==> src/rtl/dal_pkg.sv <==
package dal_pkg;
  localparam int DAL_OUT_W = 11;

  typedef enum logic {PH_ROW = 1'b0, PH_COL = 1'b1} dal_phase_e;

  // one-step column advance, wrapping inside a width of w bits
  function automatic logic [DAL_OUT_W-1:0] col_step(input logic [DAL_OUT_W-1:0] c,
                                                    input int w);
    logic [DAL_OUT_W-1:0] mask;
    mask = {DAL_OUT_W{1'b1}} >> (DAL_OUT_W - w);
    return (c + 1'b1) & mask;
  endfunction
endpackage

==> src/rtl/dal_addr_latch.sv <==
module dal_addr_latch #(
  parameter int AW = 10,
  parameter int BW = 2
) (
  input  logic          clk,
  input  logic          rst_n,
  input  logic [AW-1:0] row_in,
  input  logic [AW-1:0] col_in,
  input  logic [BW-1:0] bank_in,
  input  logic          latch_en,
  input  logic          rfip,
  input  logic          col_inc,
  input  logic          fall_thru,
  output logic [AW-1:0] row_q,
  output logic [AW-1:0] col_q,
  output logic [BW-1:0] bank_q,
  output logic          cap_fire,
  output logic          inc_fire
);
  import dal_pkg::*;

  logic [AW-1:0] col_nx;

  // a capture outranks an increment at the same edge
  assign cap_fire = latch_en && !fall_thru;
  assign inc_fire = col_inc && !rfip && !fall_thru && !latch_en;
  assign col_nx   = AW'(col_step(DAL_OUT_W'(col_q), AW));

  always_ff @(posedge clk or negedge rst_n) begin
    if (!rst_n) begin
      row_q  <= '0;
      col_q  <= '0;
      bank_q <= '0;
    end else if (cap_fire) begin
      row_q  <= row_in;
      col_q  <= col_in;
      bank_q <= bank_in;
    end else if (inc_fire) begin
      col_q  <= col_nx;
    end
  end
endmodule

==> src/rtl/dal_out_mux.sv <==
module dal_out_mux #(
  parameter int AW    = 10,
  parameter int BW    = 2,
  parameter int OUT_W = 11
) (
  input  logic             fall_thru,
  input  logic             col_phase,
  input  logic             rfip,
  input  logic [AW-1:0]    row_in,
  input  logic [AW-1:0]    col_in,
  input  logic [BW-1:0]    bank_in,
  input  logic [AW-1:0]    row_q,
  input  logic [AW-1:0]    col_q,
  input  logic [BW-1:0]    bank_q,
  input  logic [AW-1:0]    rf_addr,
  output logic [OUT_W-1:0] dram_addr,
  output logic [BW-1:0]    bank_out
);
  import dal_pkg::*;

  logic [AW-1:0] row_eff, col_eff, sel;

  assign row_eff  = fall_thru ? row_in  : row_q;
  assign col_eff  = fall_thru ? col_in  : col_q;
  assign bank_out = fall_thru ? bank_in : bank_q;

  always_comb begin
    if (rfip)                          sel = rf_addr;
    else if (col_phase == 1'(PH_COL))  sel = col_eff;
    else                               sel = row_eff;
  end

  generate
    if (AW < OUT_W) begin : g_pad
      assign dram_addr = {{(OUT_W-AW){1'b0}}, sel};
    end else begin : g_full
      assign dram_addr = sel;
    end
  endgenerate
endmodule

==> src/rtl/dram_addr_mux.sv <==
module dram_addr_mux #(
  parameter int ADDR_W = 10,
  parameter int BANK_W = 2
) (
  input  logic              clk,
  input  logic              rst_n,
  input  logic [ADDR_W-1:0] row_in,
  input  logic [ADDR_W-1:0] col_in,
  input  logic [BANK_W-1:0] bank_in,
  input  logic              latch_en,
  input  logic              col_phase,
  input  logic              rfip,
  input  logic [ADDR_W-1:0] rf_addr,
  input  logic              col_inc,
  input  logic              fall_thru,
  output logic [10:0]       dram_addr,
  output logic [BANK_W-1:0] bank_q
);
  import dal_pkg::*;

  // internal events exposed for the bound checker
  logic [ADDR_W-1:0] lat_row, lat_col;
  logic [BANK_W-1:0] lat_bank;
  logic              cap_fire, inc_fire;

  dal_addr_latch #(.AW(ADDR_W), .BW(BANK_W)) u_latch (
    .clk(clk), .rst_n(rst_n), .row_in(row_in), .col_in(col_in), .bank_in(bank_in),
    .latch_en(latch_en), .rfip(rfip), .col_inc(col_inc), .fall_thru(fall_thru),
    .row_q(lat_row), .col_q(lat_col), .bank_q(lat_bank),
    .cap_fire(cap_fire), .inc_fire(inc_fire)
  );

  dal_out_mux #(.AW(ADDR_W), .BW(BANK_W), .OUT_W(DAL_OUT_W)) u_mux (
    .fall_thru(fall_thru), .col_phase(col_phase), .rfip(rfip),
    .row_in(row_in), .col_in(col_in), .bank_in(bank_in),
    .row_q(lat_row), .col_q(lat_col), .bank_q(lat_bank), .rf_addr(rf_addr),
    .dram_addr(dram_addr), .bank_out(bank_q)
  );
endmodule

==> config.mk <==
export PLATFORM = sky130hd
export DESIGN_NAME = dram_addr_mux
export DESIGN_NICKNAME = d
export VERILOG_FILES = /design/src/rtl/dal_pkg.sv /design/src/rtl/dal_addr_latch.sv /design/src/rtl/dal_out_mux.sv /design/src/rtl/dram_addr_mux.sv
export SDC_FILE = /design/constraint.sdc
export NUM_CORES = 1
export LEC_CHECK = 0
export ABC_CLOCK_PERIOD_IN_PS = 1600
export BUFFER_PORTS_ARGS = -buffer_cell sky130_fd_sc_hd__buf_2
export CAP_MARGIN = 40
export CORE_MARGIN = 1
export CORE_UTILIZATION = 40
export CTS_CLUSTER_SIZE = 25
export DETAILED_ROUTE_END_ITERATION = 12
export PLACE_DENSITY = 0.67
export SYNTH_ARGS = -nofsm -noshare
export SYNTH_HDL_FRONTEND = slang
export SYNTH_SLANG_ARGS = --single-unit
==> constraint.sdc <==
create_clock -name clk -period 1.6 [get_ports clk]
set_clock_uncertainty 0.1 [all_clocks]
set_input_delay 0.08 -clock clk [delete_from_list [all_inputs] [get_ports clk]]
set_output_delay 0.08 -clock clk [all_outputs]
set_load 0.02 [all_outputs]
# == Word level (Yosys, flattened, before mapping) ==
# Index checks and enable logic that the tools add are counted.
# totals
elab_cells,19
ramBits,0
mem_bits_ro,0
reg_bits,22
latchBits,0
out_inout_bits,13
mem_count,0
input_bits,39
# classes
n_lt_le_gt_ge,0
shifts,0
muxes,7
n_eq_ne,0
n_bitwise,0
addsub,1
reduce_logical,8
mul,0
div,0
# ops
operator,count
$mux W10,6
$add A10 B1 Y10 const B,1
$logic_and A1 B1 Y1,4
$logic_not A1 Y1,3
$mux W2,1
$reduce_bool A2 Y1,1

# == Longest topological paths before layout ==
# depth
word_depth,6
depth_mapped,6
mapped_depth_nobuf,5

# == Cells and area by module ==
# Synthesis repeated with hierarchy kept, for this count alone.
# unflattened
cells_unflattened,146
hier_area_um2,1567.8
# by_module_without_submodules
module,cells_each,area_each_um2,instances,seq_area_each_um2
dal_addr_latch,85,992.2,1,550.5
dal_out_mux,61,575.6,1,0.0

# == Worst setup path after synthesis ==
# OpenSTA, ideal clock, no wires.
# synth_path
kind,register to output
startpoint,reg u_latch.col_q[0]
endpoint,out dram_addr[0]
path_buffers,0
path_slack_ns,0.226
arrival_ns,1.194
path_stages_with_launch,3
t_required_ns,1.420
path_cell_list,dfrtp_1 -> mux4_1 -> mux2_2
# synth_via
elab_chain_cells,3
# synth_rtl
element,line,text
start: declaration,dal_addr_latch.sv:15,"output logic [AW-1:0] col_q,"
start signal: assignment,dal_addr_latch.sv:36,col_q <= col_in;
start signal: assignment,dal_addr_latch.sv:39,col_q <= col_nx;
$mux W10,dal_out_mux.sv:24,assign col_eff = fall_thru ? col_in : col_q;
$mux W10,dal_out_mux.sv:29,else if (col_phase == 1'(PH_COL)) sel = col_eff;
$mux W10,dal_out_mux.sv:28,if (rfip) sel = rf_addr;
end: declaration,dram_addr_mux.sv:16,"output logic [10:0] dram_addr,"
# No other way between the ends.

# == Worst setup path in the final report ==
# layout_path
startpoint,reg u_latch.col_q[9]
endpoint,out dram_addr[9]
# Same word-level chain as after synthesis.

==> results <==
- The cell sitting at the root of the clock tree is a clkbuf_4.
- The clock period minus worst slack is between 1500 and 2000 ps.
- After detailed routing, the average wire length per cell comes to approximately 14 µm.
- Once detailed placement completed, the half-perimeter wirelength came to between 2 and 2.5 mm.
- Counting instances, the worst hold path has a depth of 4.
- The number of instances in the placed design is 240.
- The leakage power is 1.03 nW.
- The fraction of layout instances using a drive strength above 1 is 44.4%.
- The average via count per standard cell is ~5.0.
- The multi-input combinational cells in the finished layout cover a total of around 830 µm².
- The floorplan die width is approximately 62 µm.
- The total grt overflow is 0.
- The worst-case vdd ir drop is between 0.3 and 0.4 mV.
- The TritonCTS clock tree is built.
- The tree built by TritonCTS fans out to 22 sinks.
- The worst-path cell with the longest stage delay is mux4_2.
- STA classifies the critical path startpoint as a flop.
- The average cell area after synthesis is approximately 10 µm².
- At the later pin of the worst-skew pair, clock insertion delay measures 300 ps.
- Setup repair after global routing could not meet its margin everywhere.
- The first-pass GRT wire length is around 5.8 mm.
- The sequential element share of the synthesized area is about two fifths.
- The number of failing hold endpoints at the final stage is 0.
- Setup violations remaining at the end of the flow were counted as 10.
- The final antenna-violating net count is 0.
- The longest individual stage delay on the worst path is 470 ps.
- The count of buffering cells on the critical path with inverters included is 1.
- For the worst setup path, the data required time is about 1400 ps.
- Measured against its own limit, the worst slew margin works out to 65.7%.
- Across the run, the number of max-cap violations was 0.
- STA puts the critical path data arrival time at between 1500 and 2000 ps.
- Counting the fill cells in the layout gives roughly 290.
- The worst path setup slack after routing is -186 ps.
- The main combinational cell family by area after synthesis is multiplexers.
- For this block, the initial DRC count from the detailed router was 52.
- Registers take 551 µm².
- The via count of the first global-routing pass is 1353.
- The number of nets produced by synthesis is 182.
- Counting along the longest clock path gives a buffer depth of 2.
- The number of rows in the core area is 21.
- The final wirelength is 3.83 mm.
- The setup slack on the worst flop-to-flop path is approximately 150 ps.
- The final reports fail on setup timing.
- The highest net fanout along the worst path is 2.
- In the synthesized netlist, the number of instances is 142.
- The standard cell area after detailed placement is around 0.0018 mm².
- The post-route fraction of the period consumed by the critical path is 112%.
- Across all layers, the routed design uses about 1400 vias.
- The level count of the clock H-tree is 1.
- The post-layout instance area is 0.00219 mm².
- Summing the areas of all fa, ha and maj instances in the mapped netlist gives 0.871% of the synthesized area.
- Of the total synthesized cell area, the portion taken by XOR and XNOR cells is a little under 5%.
- The type of the worst setup path is flop to output port.
- The area of the mapped netlist is around 0.0014 mm².
- In this run the most critical hold path is launched from latch_en.
- The number of warnings reported in the yosys synthesis log is 0.
- The number of nets in the layout is roughly 270.
- The number of antenna diodes in the final layout is 0.
- The synthesized design contains 22 register bits.
- At the pin with the least slew margin, the transition time is about 510 ps.
- Global routing used about a fifth of the available tracks.
- The floorplan step defined a die boundary enclosing approximately 0.0038 mm².
- Traced cell by cell, the critical path runs through mux4_2 -> mux2_2 -> buf_6.
- The cell area power density is roughly 720 mW/mm².
- Clock-pin slew was measured on the worst setup and hold paths at ~120 ps.
- The maximum number of pins on one net before global-route repair is 23.
- The endpoint of the worst register-to-register path is u_latch.col_q[9]$_DFFE_PN0P_.
- The core area is approximately 0.0034 mm².
- The number of antenna violations at the first check in global routing is 0.
- The post-synthesis simple-gate area fraction is between 20% and 30%.
- The CTS buffer count is 3.
- The launch instance of the worst register-to-register path is u_latch.col_q[0]$_DFFE_PN0P_.
- In the synthesized netlist, mux cells make up about a quarter of the area.
- In this run the count of I/O pins placed on the die edge is between 50 and 60.
- The synthesized-area fraction occupied by ao, oa, aoi and oai cells is ~4.3%.
- The starting utilization of the core area is 42.4%.
- The max-slew violation count came to 0.
- The placer congestion estimate is approximately 0.90.
- The maximum clock frequency is 560 MHz.
- The area growth from synthesis to layout is 52.5%.
- The number of different library cells used by synthesis comes to 30.
- The flow ran to the end, but the final reports show violations.
- Summed over all failing endpoints, the final setup total negative slack is -1520 ps.
- The first detailed-routing pass took 4 iterations.
- The kind of cell adding the most delay to the critical path is multiplexers.
- The number of standard cells in the layout, taps in and fillers out is 278.
- In the routed design, unresolved DRC markers number 0.
- The number of port buffers is 50.
- The length in cells of the worst reg-to-reg path is 5.
- The y dimension of the die is between 60 and 70 µm.
- STA classifies the critical path endpoint as an output port.
- The path with the worst hold slack has its endpoint at u_latch.bank_q[0]$_DFFE_PN0P_.
- The class of the tightest hold or removal check is input port to flop.
[through the flow]
| step | utilization [%] | power (mW) | hold WS (ps) | setup WS, ps |
|---|---|---|---|---|
| after CTS | 64.3 | 1.59 | 59.0 | -168 |
| after detailed placement | 52.8 | 1.17 | -15.4 | -21.0 |
| after global routing | 64.6 | 1.68 | 65.2 | -223 |
| final | 64.6 | 1.58 | 71.4 | -186 |
| after floorplan | - | 0.995 | -316 | 226 |
| after global placement | 52.8 | 1.16 | -25.8 | -1.59 |
[cell usage after synthesis (all sizes together)]
cell	number	share of area [%]
or3	1	0.44
nand4	4	1.7
nor3b	2	1.8
ha	1	0.87
conb	1	0.26
nand3	3	1.0
and2	2	0.87
mux2	12	9.4
nand2	45	12
nor2b	1	0.44
mux4	10	17
nor2	5	1.3
o21ai	6	2.4
xor2	3	1.8
buf	6	2.8
clkbuf	3	0.78
a31oi	2	0.87
xnor2	5	3.0
nor3	3	1.0
dfrtp	22	38
or3b	1	0.78
a21oi	3	1.0
nand2b	1	0.44
[layer usage]
metal	track usage, %	vias to the layer above	share of wire, %
met5	0	-	0
met1	25.3	669	42
met2	39.0	43	53
met3	1.86	4	3.5
li1	-	678	-
met4	5.08	0	0.68
[logic make-up (layout without fill, tap and decap cells)]
family	Yosys count	after routing
adder cells (fa/ha/maj)	1	1
XOR/XNOR	8	8
flip-flops	22	22
AO/OA/AOI/OAI	11	11
AND/OR/NAND/NOR	68	68
buffers and inverters	9	99
other	1	1
multiplexers	22	22
[worst register-to-register path: cells and delay by family (launching register included)]
family / cells / cell delay [ps]
AOI/OAI and AO/OA: 1 / 140
buffers and inverters: 1 / 140
DFF: 1 / 370
and+or+nand+nor: 3 / 640
[what timing repair did]
item                                    4_1_cts  5_1_grt
buffers inserted                             12        3
gates cloned                                  0        0
hold endpoints to repair                     44        0
hold buffers                                 23        0
pin swaps                                     0        4
resized for setup                            24        4
endpoints found under the setup margin       10       12
[area by class of cell]
| type | count | area share [%] |
|---|---|---|
| Sequential cell | 22 | 25.1 |
| Timing Repair Buffer | 96 | 33.2 |
| Tap cell | 46 | 2.63 |
| Multi-Input combinational cell | 111 | 38.0 |
| Clock buffer | 3 | 1.03 |
[flip-flops by register name (all words and copies together) (netlist names)]
signal,flops
u_latch.col_q,10
u_latch.row_q,10
u_latch.bank_q,2
[worst max path at each step]
stage                            startpoint  cells past startpoint      endpoint  slack [ps]
2_1_floorplan                     fall_thru                      4  dram_addr[3]         230
3_3_place_gp                      fall_thru                      4  dram_addr[0]          -2
3_5_place_dp                      fall_thru                      4  dram_addr[1]         -20
4_1_cts        u_latch.row_q[4]$_DFFE_PN0P_                      3  dram_addr[4]        -170
5_1_grt        u_latch.col_q[9]$_DFFE_PN0P_                      3  dram_addr[9]        -220
6_report       u_latch.col_q[9]$_DFFE_PN0P_                      3  dram_addr[9]        -190
[layout by cell type (no fill, tap or decap), drive strengths merged]
| master | instances |
|---|---|
| a21oi | 3 |
| a31oi | 2 |
| and2 | 2 |
| buf | 73 |
| clkbuf | 3 |
| conb | 1 |
| dfrtp | 22 |
| dlygate4sd3 | 23 |
| ha | 1 |
| mux2 | 12 |
| mux4 | 10 |
| nand2 | 45 |
| nand2b | 1 |
| nand3 | 3 |
| nand4 | 4 |
| nor2 | 5 |
| nor2b | 1 |
| nor3 | 3 |
| nor3b | 2 |
| o21ai | 6 |
| or3 | 1 |
| or3b | 1 |
| xnor2 | 5 |
| xor2 | 3 |
[report_power, final]
group,internal [mW],total (mW),switching [mW]
sequential,0.631,0.671,0.0403
clock,0.0878,0.252,0.164
combinational,0.377,0.658,0.282
total,1.10,1.58,0.487
Power figures use the tool's default switching activity.
